[src/rtl/nwx_pkg.sv]
package nwx_pkg;
  localparam int SLICE_W0 = 8;
  localparam int SLICE_W1 = 8;
  localparam int SLICE_W2 = 16;
  localparam int NSLICE   = 3;
  localparam int DW       = SLICE_W0 + SLICE_W1 + SLICE_W2;
  localparam int NW8      = SLICE_W0;
  localparam int NW16     = SLICE_W0 + SLICE_W1;

  typedef enum logic [1:0] {
    MODE_B8  = 2'd0,
    MODE_B16 = 2'd1,
    MODE_B32 = 2'd2,
    MODE_RSV = 2'd3
  } nwx_mode_e;

  typedef enum logic [2:0] {
    OP_ADD = 3'd0,
    OP_SUB = 3'd1,
    OP_AND = 3'd2,
    OP_OR  = 3'd3,
    OP_XOR = 3'd4
  } nwx_op_e;

  function automatic int slice_lo(int idx);
    return (idx == 0) ? 0 : (idx == 1) ? SLICE_W0 : SLICE_W0 + SLICE_W1;
  endfunction

  function automatic int slice_w(int idx);
    return (idx == 0) ? SLICE_W0 : (idx == 1) ? SLICE_W1 : SLICE_W2;
  endfunction

  function automatic logic [NSLICE-1:0] mode_mask(logic [1:0] m);
    case (m)
      MODE_B8:  return 3'b001;
      MODE_B16: return 3'b011;
      default:  return 3'b111;
    endcase
  endfunction

  // A value fits a narrow width when its upper part is a zero- or sign-extension.
  function automatic logic fits_width(logic [DW-1:0] v, logic [1:0] m);
    case (m)
      MODE_B8:  return (v[DW-1:NW8] == '0) || (&v[DW-1:NW8-1]);
      MODE_B16: return (v[DW-1:NW16] == '0) || (&v[DW-1:NW16-1]);
      default:  return 1'b1;
    endcase
  endfunction
endpackage

[src/rtl/nwx_slice_alu.sv]
module nwx_slice_alu
  import nwx_pkg::*;
(
  input  logic [DW-1:0] a_i,
  input  logic [DW-1:0] b_i,
  input  logic [2:0]    op_i,
  output logic [DW-1:0] res_o
);
  logic              sub;
  logic [NSLICE-1:0] carry;

  assign sub      = (op_i == OP_SUB);
  assign carry[0] = sub;

  for (genvar i = 0; i < NSLICE; i++) begin : g_slice
    localparam int LO = slice_lo(i);
    localparam int W  = slice_w(i);
    logic [W-1:0] sa, sb, sbx, sum, lres;

    assign sa  = a_i[LO +: W];
    assign sb  = b_i[LO +: W];
    assign sbx = sub ? ~sb : sb;

    if (i < NSLICE - 1) begin : g_chain
      logic [W:0] wide;
      assign wide         = {1'b0, sa} + {1'b0, sbx} + {{W{1'b0}}, carry[i]};
      assign carry[i + 1] = wide[W];
      assign sum          = wide[W-1:0];
    end else begin : g_top
      assign sum = sa + sbx + {{(W-1){1'b0}}, carry[i]};
    end

    always_comb begin
      case (op_i)
        OP_ADD, OP_SUB: lres = sum;
        OP_AND:         lres = sa & sb;
        OP_OR:          lres = sa | sb;
        OP_XOR:         lres = sa ^ sb;
        default:        lres = sa;
      endcase
    end

    assign res_o[LO +: W] = lres;
  end
endmodule

[src/rtl/nwx_width_check.sv]
module nwx_width_check
  import nwx_pkg::*;
(
  input  logic [DW-1:0] a_i,
  input  logic [DW-1:0] b_i,
  input  logic [DW-1:0] res_i,
  input  logic [1:0]    mode_i,
  output logic          fit_o
);
  logic fit_a, fit_b, fit_r;

  assign fit_a = fits_width(a_i, mode_i);
  assign fit_b = fits_width(b_i, mode_i);
  assign fit_r = fits_width(res_i, mode_i);
  assign fit_o = fit_a & fit_b & fit_r;
endmodule

[src/rtl/nwx_mode_ctrl.sv]
module nwx_mode_ctrl
  import nwx_pkg::*;
#(
  parameter int PENALTY = 4
) (
  input  logic              clk,
  input  logic              rst_n,
  input  logic              cfg_valid_i,
  input  logic [1:0]        cfg_mode_i,
  input  logic              miss_i,
  output logic [1:0]        mode_o,
  output logic              stall_o,
  output logic              replay_fire_o,
  output logic [NSLICE-1:0] slice_en_o,
  output logic [NSLICE-1:0] drowsy_o
);
  localparam int CW = $clog2(PENALTY + 1);

  logic [1:0]  mode_q, mode_d, req_mode;
  logic        wake_q, wake_d, cfg_take;
  logic [CW-1:0] cnt_q, cnt_d;

  assign req_mode = (cfg_mode_i == MODE_RSV) ? MODE_B32 : cfg_mode_i;
  assign cfg_take = cfg_valid_i & ~stall_o;

  always_comb begin
    mode_d = mode_q;
    if (cfg_take)    mode_d = req_mode;
    else if (miss_i) mode_d = MODE_B32;

    wake_d = cfg_take && ((mode_mask(req_mode) & ~mode_mask(mode_q)) != '0);

    cnt_d = cnt_q;
    if (miss_i)            cnt_d = CW'(PENALTY);
    else if (cnt_q != '0)  cnt_d = cnt_q - CW'(1);
  end

  always_ff @(posedge clk or negedge rst_n) begin
    if (!rst_n) begin
      mode_q <= MODE_B32;
      wake_q <= 1'b0;
      cnt_q  <= '0;
    end else begin
      mode_q <= mode_d;
      wake_q <= wake_d;
      cnt_q  <= cnt_d;
    end
  end

  assign mode_o        = mode_q;
  assign replay_fire_o = (cnt_q == CW'(1));
  assign stall_o       = wake_q | (cnt_q != '0);
  assign slice_en_o    = (cnt_q != '0) ? '1 : mode_mask(mode_q);
  assign drowsy_o      = ~slice_en_o;

  // enabled slices always form a contiguous run from the low slice
  a_r1_mask_shape: assert property (@(posedge clk) disable iff (!rst_n)
    (slice_en_o == 3'b001) || (slice_en_o == 3'b011) || (slice_en_o == 3'b111));

  // widening to 32 bits from a narrow mode stalls the following cycle
  a_r4_widen_stalls: assert property (@(posedge clk) disable iff (!rst_n)
    (cfg_valid_i && !stall_o && cfg_mode_i == MODE_B32 && mode_q != MODE_B32) |=> stall_o);

  // a misspeculation is followed by a stalled, full-width cycle
  a_r9_penalty_full: assert property (@(posedge clk) disable iff (!rst_n)
    miss_i |=> (stall_o && slice_en_o == 3'b111));
endmodule

[src/rtl/nwx_exec_slice.sv]
module nwx_exec_slice
  import nwx_pkg::*;
#(
  parameter int REPLAY_PENALTY = 4
) (
  input  logic              clk,
  input  logic              rst_n,
  input  logic              cfg_valid,
  input  logic [1:0]        cfg_mode,
  input  logic              op_valid,
  input  logic [2:0]        op_code,
  input  logic [DW-1:0]     op_a,
  input  logic [DW-1:0]     op_b,
  output logic              res_valid,
  output logic [DW-1:0]     res_data,
  output logic [NSLICE-1:0] slice_en,
  output logic [NSLICE-1:0] drowsy,
  output logic              flush_req,
  output logic              stall
);
  logic [1:0] rst_sync;
  logic       rst_n_s;

  always_ff @(posedge clk or negedge rst_n) begin
    if (!rst_n) rst_sync <= 2'b00;
    else        rst_sync <= {rst_sync[0], 1'b1};
  end
  assign rst_n_s = rst_sync[1];

  logic              accept, miss, fit, replay_fire, res_valid_d;
  logic [1:0]        mode, exe_mode;
  logic [NSLICE-1:0] exe_mask;
  logic [DW-1:0]     alu_a, alu_b, alu_res;
  logic [2:0]        alu_op;
  logic [DW-1:0]     rp_a_q, rp_b_q;
  logic [2:0]        rp_op_q;

  nwx_mode_ctrl #(.PENALTY(REPLAY_PENALTY)) u_ctrl (
    .clk           (clk),
    .rst_n         (rst_n_s),
    .cfg_valid_i   (cfg_valid),
    .cfg_mode_i    (cfg_mode),
    .miss_i        (miss),
    .mode_o        (mode),
    .stall_o       (stall),
    .replay_fire_o (replay_fire),
    .slice_en_o    (slice_en),
    .drowsy_o      (drowsy)
  );

  assign accept   = op_valid & ~stall;
  assign alu_a    = replay_fire ? rp_a_q  : op_a;
  assign alu_b    = replay_fire ? rp_b_q  : op_b;
  assign alu_op   = replay_fire ? rp_op_q : op_code;
  assign exe_mode = replay_fire ? MODE_B32 : mode;
  assign exe_mask = mode_mask(exe_mode);

  nwx_slice_alu u_alu (
    .a_i   (alu_a),
    .b_i   (alu_b),
    .op_i  (alu_op),
    .res_o (alu_res)
  );

  nwx_width_check u_chk (
    .a_i    (alu_a),
    .b_i    (alu_b),
    .res_i  (alu_res),
    .mode_i (exe_mode),
    .fit_o  (fit)
  );

  assign miss        = accept & ~fit;
  assign res_valid_d = (accept & fit) | replay_fire;

  // replay buffer
  always_ff @(posedge clk or negedge rst_n_s) begin
    if (!rst_n_s) begin
      rp_a_q  <= '0;
      rp_b_q  <= '0;
      rp_op_q <= '0;
    end else if (miss) begin
      rp_a_q  <= op_a;
      rp_b_q  <= op_b;
      rp_op_q <= op_code;
    end
  end

  // output control registers
  logic              rv_q, flush_q, ext_q;
  logic [NSLICE-1:0] rmask_q;
  logic [1:0]        rmode_q;

  always_ff @(posedge clk or negedge rst_n_s) begin
    if (!rst_n_s) begin
      rv_q    <= 1'b0;
      flush_q <= 1'b0;
    end else begin
      rv_q    <= res_valid_d;
      flush_q <= miss;
    end
  end

  always_ff @(posedge clk or negedge rst_n_s) begin
    if (!rst_n_s) begin
      ext_q   <= 1'b0;
      rmask_q <= '1;
      rmode_q <= MODE_B32;
    end else if (res_valid_d) begin
      ext_q   <= alu_res[DW-1];
      rmask_q <= exe_mask;
      rmode_q <= exe_mode;
    end
  end

  // per-slice result latches; unused slices are not loaded in narrow modes
  for (genvar i = 0; i < NSLICE; i++) begin : g_rlatch
    localparam int LO = slice_lo(i);
    localparam int W  = slice_w(i);
    logic [W-1:0] q;
    logic         en;

    assign en = res_valid_d & exe_mask[i];

    always_ff @(posedge clk or negedge rst_n_s) begin
      if (!rst_n_s)  q <= '0;
      else if (en)   q <= alu_res[LO +: W];
    end

    assign res_data[LO +: W] = rmask_q[i] ? q : {W{ext_q}};
  end

  assign res_valid = rv_q;
  assign flush_req = flush_q;

  // a flush never carries a result
  a_r7_flush_no_result: assert property (@(posedge clk) disable iff (!rst_n_s)
    flush_req |-> !res_valid);

  // the flush request is a single-cycle pulse
  a_r7_flush_pulse: assert property (@(posedge clk) disable iff (!rst_n_s)
    flush_req |=> !flush_req);

  // every delivered result fits the width it was produced at
  a_r6_result_fits: assert property (@(posedge clk) disable iff (!rst_n_s)
    res_valid |-> fits_width(res_data, rmode_q));

  // nothing is taken while stalled, so a stalled cycle never raises a new flush
  a_r11_stall_quiet: assert property (@(posedge clk) disable iff (!rst_n_s)
    (stall && !replay_fire) |=> !flush_req);
endmodule

[config.mk]
export PLATFORM = sky130hd
export DESIGN_NAME = nwx_exec_slice
export DESIGN_NICKNAME = d
export VERILOG_FILES = /design/src/rtl/nwx_pkg.sv /design/src/rtl/nwx_slice_alu.sv /design/src/rtl/nwx_width_check.sv /design/src/rtl/nwx_mode_ctrl.sv /design/src/rtl/nwx_exec_slice.sv
export SDC_FILE = /design/constraint.sdc
export NUM_CORES = 1
export LEC_CHECK = 0
export ABC_AREA = 1
export BUFFER_PORTS_ARGS = -buffer_cell sky130_fd_sc_hd__buf_2
export CORE_MARGIN = 10
export CORE_UTILIZATION = 60
export CTS_CLUSTER_DIAMETER = 150
export CTS_CLUSTER_SIZE = 30
export DETAILED_ROUTE_END_ITERATION = 12
export PLACE_DENSITY = 0.92
export REMOVE_ABC_BUFFERS = 1
export SYNTH_ARGS = -nofsm -noshare
export SYNTH_HDL_FRONTEND = slang
export SYNTH_SLANG_ARGS = --single-unit
export TNS_END_PERCENT = 20
[constraint.sdc]
create_clock -name clk -period 4.8 [get_ports clk]
set_input_delay 0 -clock clk [delete_from_list [all_inputs] [get_ports clk]]
set_output_delay 0 -clock clk [all_outputs]
set_load 0.01 [all_outputs]
==> summary.md, run 1 <==
| Metric | Value |
|---|---|
| Status | `did not finish` |
| Halt Stage | `5_1_grt` |
| First Error | `[ERROR GRT-0232] Routing congestion too high. Check the congestion heatmap in the GUI.` |
| Synth Warn # | `0` |
| # IOs | `114` |
| Max Root-Sink Buffers | `2` |
| Most frequent cell after synthesis | `nand2_1` |
| Largest family of logic cells by synthesized area | `simple AND/OR/NAND/NOR gates` |
| Post-synth top cells | `nand2_1, inv_1, nor2_1, dfrtp_1, ha_1` |
| Port buffer count | `111` |
| EDFF count, synth | `0` |
| Die X | `151 um` |
| Worst EP post-GRT repair | `rp_b_q[5]$_DFFE_PN0P_/D` |
| FFs w/ async S/R, synth | `1.00` |
| # clock sinks | `112` |
| Synth Register Bits | `112` |
| Synth area leaders | `dfrtp_1, nand2_1, ha_1, inv_1, nor2_1` |
| Top cell type's share of synthesized area | `0.264` |
| Row cnt | `47` |
| Dpl hpwl | `24500 um` |
| Compound-gate portion of the synthesized area | `0.133` |
| Post-Syn Area | `10300 sq um` |
| GP Congestion | `1.10` |
| CTS H-Tree Depth | `3` |
| Total gr overflow | `92` |
| Primary FF master, synth | `dfrtp_1` |
| Xor/xnor share of the synthesized area | `0.0288` |
| Largest net degree at the start of global routing | `58` |
| Cell at the root of the clock tree | `clkbuf_16` |
| Simple-gate area share of the yosys netlist | `0.314` |
| Die height | `151 um` |
| Sequential area share after synthesis | `0.272` |
| Starting density of the core | `0.619` |
| Post-Syn Instances | `1530` |
| Post-Syn Area per Cell | `6.75 sq um` |
| Mux contribution to synthesized area | `0` |
| Num CTS Buffers | `9` |
| Tot GR Track Use | `0.680` |
| Worst ep type | `sequential cell input` |
| Area leader, netlist | `dfrtp_1` |
| Post-synthesis cell type count | `47` |
| Adder-cell area share of the yosys netlist | `0.125` |
what timing repair did:
| item | in CTS |
|---|---|
| endpoints found under the setup margin | 109 |
| cloned | 7 |
| hold endpoints to repair | 70 |
| hold buffers | 71 |
| pin swaps | 36 |
| resized for setup | 120 |
| buffers inserted | 40 |
metal layers:
metal	overflow	global-route usage
met2	45	0.816
met1	6	0.661
met4	35	0.655
met3	6	0.593
met5	0	0.281
kinds of logic after synthesis:
kind of cell	after synthesis
adder cells (fa/ha/maj)	100
XOR/XNOR	34
buffers and inverters	298
flip-flops	112
AO/OA/AOI/OAI	227
AND/OR/NAND/NOR	757
other	2
through the flow:
stage	worst slack, ps	std cells	hold WS (ps)	TNS [ps]	instance area [sq um]
after CTS	-1850	2106	8.97	-176740	14000
after detailed placement	-2490	1972	-213	-241960	12100
after global placement	-2180	1972	-214	-210630	12100
after floorplan	-4250	1474	-296	-384480	9930
==> inputs of run 2 (changes only) <==
- CORE_UTILIZATION: 60 -> 40
- CTS_CLUSTER_DIAMETER: 150 -> not set
- CTS_CLUSTER_SIZE: 30 -> not set
- PLACE_DENSITY: 0.92 -> not set
- PLACE_DENSITY_LB_ADDON: not set -> 0.15
==> summary.md, run 2 <==
| Metric | Value |
|---|---|
| Minimum clock period | `6720 ps` |
| Post-Syn Instances | `1530 (unchanged)` |
| Top flop regs | `g_rlatch.q (32), rp_a_q (32), rp_b_q (32)` |
| Max Fanout on Critical Path | `9` |
| Cell at the root of the clock tree | `clkbuf_16` |
| Global-route wire length before repair | `57700 um` |
| Slowest cell on crit path | `fa_2` |
| RSZ-0062 raised after global routing | `true` |
| Antenna-violating nets left | `0` |
| Commonest non-fill, non-tap cell in the layout | `nand2_1` |
| Status | `finished, violations left` |
| Static Leak | `8.02 nW` |
| # IOs | `114 (unchanged)` |
| Hold Path Depth | `4` |
| Starting density of the core | `0.408 (-0.211)` |
| Reg clk slew, reported paths | `80 ps` |
| Most frequent cells in the layout | `nand2_1, inv_1, buf_4` |
| Final hold vios | `0` |
| Clock skew | `9.70 ps` |
| Synth Warn # | `0 (unchanged)` |
| WP data arrival | `7020 ps` |
| Vias in the first global route | `11176` |
| Die height | `181 um (+20%)` |
| # clock sinks | `112 (unchanged)` |
| Crit. End Element | `flip-flop` |
| Least-Margin Pin Slew | `851 ps` |
| RR Startpoint | `u_ctrl.cnt_q[1]` |
| # diodes | `0` |
| Area leader, netlist | `dfrtp_1` |
| Fin. max-slew vios | `0` |
| Post-Syn Area | `10300 sq um (unchanged)` |
| Die X | `181 um (+20%)` |
| Pwr dens | `799 nW/um^2` |
| Worst R2R Setup Slack | `-1920 ps` |
| Max Cap Viol | `0` |
| Hold EP | `rp_op_q[2]` |
| Crit start category | `flip-flop` |
| Crit share post-route | `1.40` |
| # DRC | `0` |
| Origin of the worst min-delay path | `op_code[2]` |
| CTS H-Tree Depth | `3 (unchanged)` |
| Worst Path Required | `5100 ps` |
| Max Root-Sink Buffers | `2 (unchanged)` |
| Fin nets | `2097` |
| Worst skew pair latency | `370 ps` |
| Synth area leaders | `dfrtp_1, nand2_1, ha_1, inv_1, nor2_1` |
| Delay of the slowest critical-path stage | `420 ps` |
| Synth Register Bits | `112 (unchanged)` |
| Reg-to-reg endpoint | `rp_a_q[22]` |
| Dpl hpwl | `25700 um (+5.1%)` |
| Sequential area share after synthesis | `0.272 (unchanged)` |
| Reg2reg path depth | `50` |
| Most frequent cell after synthesis | `nand2_1` |
| Area added between synthesis and finish | `41.4%` |
| Top cell type's share of synthesized area | `0.264 (unchanged)` |
| Port buffer count | `111 (unchanged)` |
| Routed WL | `36200 um` |
| First drt pass iteration count | `5` |
| Cell mode on critical path | `nand2_1` |
| Post-Syn Area per Cell | `6.75 sq um (unchanged)` |
| Tot GR Track Use | `0.213` |
| Via count | `11023` |
| Die area | `32700 sq um` |
| Non-Filler Instances | `2259` |
| Final WS setup | `-1920 ps` |
| Hold crit path type | `input port to flip-flop` |
| EDFF count, synth | `0 (unchanged)` |
| CTS tree | `built` |
| Num CTS Buffers | `9 (unchanged)` |
| Fmax | `149 MHz` |
| Largest net degree at the start of global routing | `67` |
| Violated checks | `negative setup slack` |
| Row cnt | `58 (+23%)` |
| DR vias/cell | `4.88` |
| Avg WL per Cell | `16.0 um` |
| GP Congestion | `0.900 (-18%)` |
| FFs w/ async S/R, synth | `1.00 (unchanged)` |
| Placed insts | `2123 (+7.7%)` |
| Post-synth top cells | `nand2_1, inv_1, nor2_1, dfrtp_1, ha_1` |
| Share of cells above drive strength 1 | `0.295` |
| Setup-failing EPs final | `109` |
| Max-slew headroom | `0.432` |
| Critical setup path kind | `flip-flop to flip-flop` |
| Antenna violations before repair | `0` |
| Post-synthesis cell type count | `47 (unchanged)` |
| Core ar. | `25300 sq um` |
| Worst vdd ir | `0.377 mV` |
| Post-place setup slack | `-2420 ps (+68.1 ps)` |
| Total gr overflow | `0` |
| Initial drt markers | `805` |
| Primary FF master, synth | `dfrtp_1` |
## run 2: how the worst max path moves through the flow
stage | cells after the start | startpoint | endpoint
5_1_grt | 50 | u_ctrl.cnt_q[1] | rp_a_q[23]
6_report | 50 | u_ctrl.cnt_q[1] | rp_a_q[22]
2_1_floorplan | 49 | u_ctrl.cnt_q[0] | rp_a_q[0]
3_3_place_gp | 48 | u_ctrl.cnt_q[1] | rp_op_q[1]
4_1_cts | 52 | u_ctrl.cnt_q[1] | rp_a_q[24]
3_5_place_dp | 50 | u_ctrl.cnt_q[1] | rp_a_q[24]
## run 2: logic make-up after synthesis
group,count (synthesis),share of synthesized area
xor gates and xnor gates,34,0.0288
adders and majority gates,100,0.125
AOI/OAI and AO/OA,227,0.133
buffers and inverters,298,0.127
other,2,0.000727
and+or+nand+nor,757,0.314
DFF,112,0.272
## run 2: critical path: cells and delay by family (launching register included)
family	cells	cell delay [ps]
XOR/XNOR	2	290
flip-flops	1	400
adder cells (fa/ha/maj)	6	1920
AO/OA/AOI/OAI	6	790
AND/OR/NAND/NOR	25	2110
buffers and inverters	11	1110
## run 2: routing by layer
metal / up-vias / global-route usage / wire length [um]
li1: 5660 / - / -
met1: 5066 / 0.261 / 15900
met2: 238 / 0.375 / 17700
met3: 59 / 0.0250 / 1300
met4: 0 / 0.0801 / 1330
met5: - / 0 / 0
## run 2: power breakdown
part	internal (mW)	switching (mW)
sequential	1.38	0.287
clock	0.373	0.401
combinational	4.07	5.16
## run 2: layout make-up
| class | count | area (sq um) |
|---|---|---|
| multi-input combinational | 1122 | 6630 |
| inverter | 241 | 912 |
| fill | 2452 | 10700 |
| sequential | 112 | 2810 |
| tap | 330 | 413 |
| clock buffer | 11 | 243 |
| clock inverter | 5 | 38.8 |
| timing repair buffer | 438 | 3550 |
## run 2: timing repair
action,in CTS,in global routing
endpoints found under the hold margin,70,0
setup buffers,32,6
gates cloned,6,4
resized for setup,102,54
setup endpoints to repair,109,109
hold buffers,72,0
pin swaps,37,18
## run 2: metrics by stage
stage	cell area, sq um	setup TNS, ps	hold slack, ps	power, mW	utilization
floorplan	9930	-384480	-296	6.27	-
global placement	12500	-228020	-212	9.64	0.495
detailed placement	12500	-237840	-213	9.72	0.495
CTS	14300	-152700	44.2	11.3	0.564
global route	14600	-231280	55.1	12.8	0.577
finish	14600	-184190	59.8	11.7	0.577
Note: power is estimated with default switching activity, not from simulation.
==> inputs of run 3 (changes only) <==
- clock period: 4.8 -> 5.7 ns (I/O delays scaled with it)
==> summary.md, run 3 (synthesis results as in run 2) <==
| Metric | Value |
|---|---|
| Slowest cell on crit path | `dfrtp_1` |
| Core ar. | `25300 sq um (unchanged)` |
| Antenna violations before repair | `0 (unchanged)` |
| Worst skew pair latency | `370 ps (about the same)` |
| GP Congestion | `0.933 (+3.6%)` |
| Reg clk slew, reported paths | `80 ps (about the same)` |
| Tot GR Track Use | `0.218 (+0.00403)` |
| Vias in the first global route | `11293 (+1.0%)` |
| Die height | `181 um (unchanged)` |
| Violated checks | `negative setup slack` |
| Fin nets | `2091 (-0.29%)` |
| # clock sinks | `112 (unchanged)` |
| Max Cap Viol | `0 (unchanged)` |
| Minimum clock period | `6910 ps (+187 ps)` |
| Status | `finished, violations left` |
| Final WS setup | `-1210 ps (+713 ps)` |
| Die X | `181 um (unchanged)` |
| # IOs | `114 (unchanged)` |
| Worst Path Required | `6010 ps (+910 ps)` |
| Routed WL | `37500 um (+3.6%)` |
| # DRC | `0 (unchanged)` |
| Hold crit path type | `input port to flip-flop` |
| CTS tree | `built` |
| Worst vdd ir | `0.299 mV (-21%)` |
| Area after DPL | `12100 sq um (-3.2%)` |
| RSZ-0062 raised after global routing | `true` |
| Most frequent cells in the layout | `nand2_1, inv_1, buf_4` |
| Setup TNS | `-87880 ps (+96310 ps)` |
| Crit. End Element | `flip-flop` |
| Max-slew headroom | `0.327 (-0.105)` |
| Delay of the slowest critical-path stage | `420 ps (about the same)` |
| Antenna-violating nets left | `0 (unchanged)` |
| Critical setup path kind | `flip-flop to flip-flop` |
| Num CTS Buffers | `9 (unchanged)` |
| Top flop regs | `g_rlatch.q (32), rp_a_q (32), rp_b_q (32)` |
| Die area | `32700 sq um (unchanged)` |
| Crit start category | `flip-flop` |
| Avg WL per Cell | `16.6 um (+3.9%)` |
| Static Leak | `7.99 nW (-0.37%)` |
| Fin. max-slew vios | `0 (unchanged)` |
| Port buffer count | `111 (unchanged)` |
| Largest net degree at the start of global routing | `63 (-6.0%)` |
| Crit share post-route | `1.21 (-0.188)` |
| Clock skew | `15.1 ps (+5.45 ps)` |
| Starting density of the core | `0.408 (unchanged)` |
| Least-Margin Pin Slew | `1010 ps (+156 ps)` |
| Max Fanout on Critical Path | `6 (-3)` |
| Total gr overflow | `0 (unchanged)` |
| DR vias/cell | `5.02 (+2.8%)` |
| Share of cells above drive strength 1 | `0.291 (-0.00428)` |
| Dpl hpwl | `25100 um (-2.3%)` |
| Pwr dens | `664 nW/um^2 (-17%)` |
| Global-route wire length before repair | `58500 um (+1.3%)` |
| Initial drt markers | `978 (+21%)` |
| Fin util | `0.574 (-0.00282)` |
| # diodes | `0 (unchanged)` |
| Fmax | `145 MHz (-2.7%)` |
| Row cnt | `58 (unchanged)` |
| Area added between synthesis and finish | `40.7%` |
| Setup-failing EPs final | `94 (-14%)` |
| WP data arrival | `7220 ps (+200 ps)` |
| Commonest non-fill, non-tap cell in the layout | `nand2_1` |
| Final Instance Area | `14500 sq um (-0.49%)` |
| Max Root-Sink Buffers | `2 (unchanged)` |
| First drt pass iteration count | `5 (unchanged)` |
| Final hold vios | `0 (unchanged)` |
| Cell mode on critical path | `buf_4` |
| CTS H-Tree Depth | `3 (unchanged)` |
| Via count | `11300 (+2.5%)` |
| Cell at the root of the clock tree | `clkbuf_16` |
run 3: cell types whose count changed in the layout (fill, tap and decap cells not counted), moves of 3 or more:
cell | before | now
buf_6 | 21 | 10
clkbuf_16 | 12 | 15
nand2_1 | 409 | 406
nand2_2 | 55 | 59
nand3_1 | 76 | 79
nand3_2 | 18 | 15
nor2_1 | 117 | 122
nor2_4 | 3 | 0
o21ai_0 | 28 | 32
o21ai_1 | 75 | 72
run 3: what timing repair did:
item / in CTS / in global routing
cloned: 5 / 8
setup endpoints to repair: 108 / 106
buffers inserted: 77 / 8
hold buffers: 72 / 0
resized for setup: 53 / 76
pin swaps: 22 / 23
endpoints found under the hold margin: 70 / 0
run 3: worst max-delay path: cells and delay by family (launching register included):
| kind | cells | cell delay (ps) |
|---|---|---|
| compound gates | 3 | 220 |
| fa+ha+maj | 2 | 390 |
| buf+inv | 44 | 5350 |
| flops | 1 | 420 |
| simple gates | 5 | 460 |
run 3: metal layers:
metal  track usage  up-vias  share of wire
met3        0.0294       87          0.052
met1         0.264     5253           0.43
met5             0        -              0
met2         0.383      324           0.49
li1              -     5636              -
met4        0.0801        0          0.035
run 3: worst paths after layout:
kind	start	to	slack [ps]	depth (start not counted)
max in group asynchronous	rst_sync[1]	rp_b_q[22]	4050	1
worst min register to register	rst_sync[1]	g_rlatch[1].q[2]	360	0
worst max register to register	u_ctrl.cnt_q[0]	g_rlatch[0].q[2]	-1210	54
worst max-delay path	u_ctrl.cnt_q[0]	g_rlatch[0].q[2]	-1210	54
worst min-delay path	op_code[2]	rp_op_q[2]	60	4
min in group asynchronous	rst_sync[1]	g_rlatch[1].q[2]	360	0
run 3: report_power, final:
part | total [mW] | switching [mW] | internal (mW)
sequential | 1.40 | 0.240 | 1.16
combinational | 7.61 | 4.35 | 3.26
clock | 0.643 | 0.337 | 0.306
total | 9.65 | 4.93 | 4.72
run 3: area by class of cell:
cell class / instances / area [sq um]
Clock buffer: 10 / 229
Clock inverter: 6 / 51.3
Fill cell: 2401 / 10800
Inverter: 241 / 915
Multi-Input combinational cell: 1122 / 6590
Sequential cell: 112 / 2810
Tap cell: 330 / 413
Timing Repair Buffer: 432 / 3530
run 3: per-stage QoR:
step / setup WS [ps] / power (mW) / instances / hold WS, ps
finish: -1210 / 9.65 / 2253 / 55.4
global route: -1370 / 10.5 / 2253 / 59.0
CTS: -768 / 9.11 / 2238 / 51.4
detailed placement: -1460 / 7.80 / 2068 / -210
global placement: -1330 / 7.74 / 2068 / -213
floorplan: -3350 / 5.28 / 1474 / -296
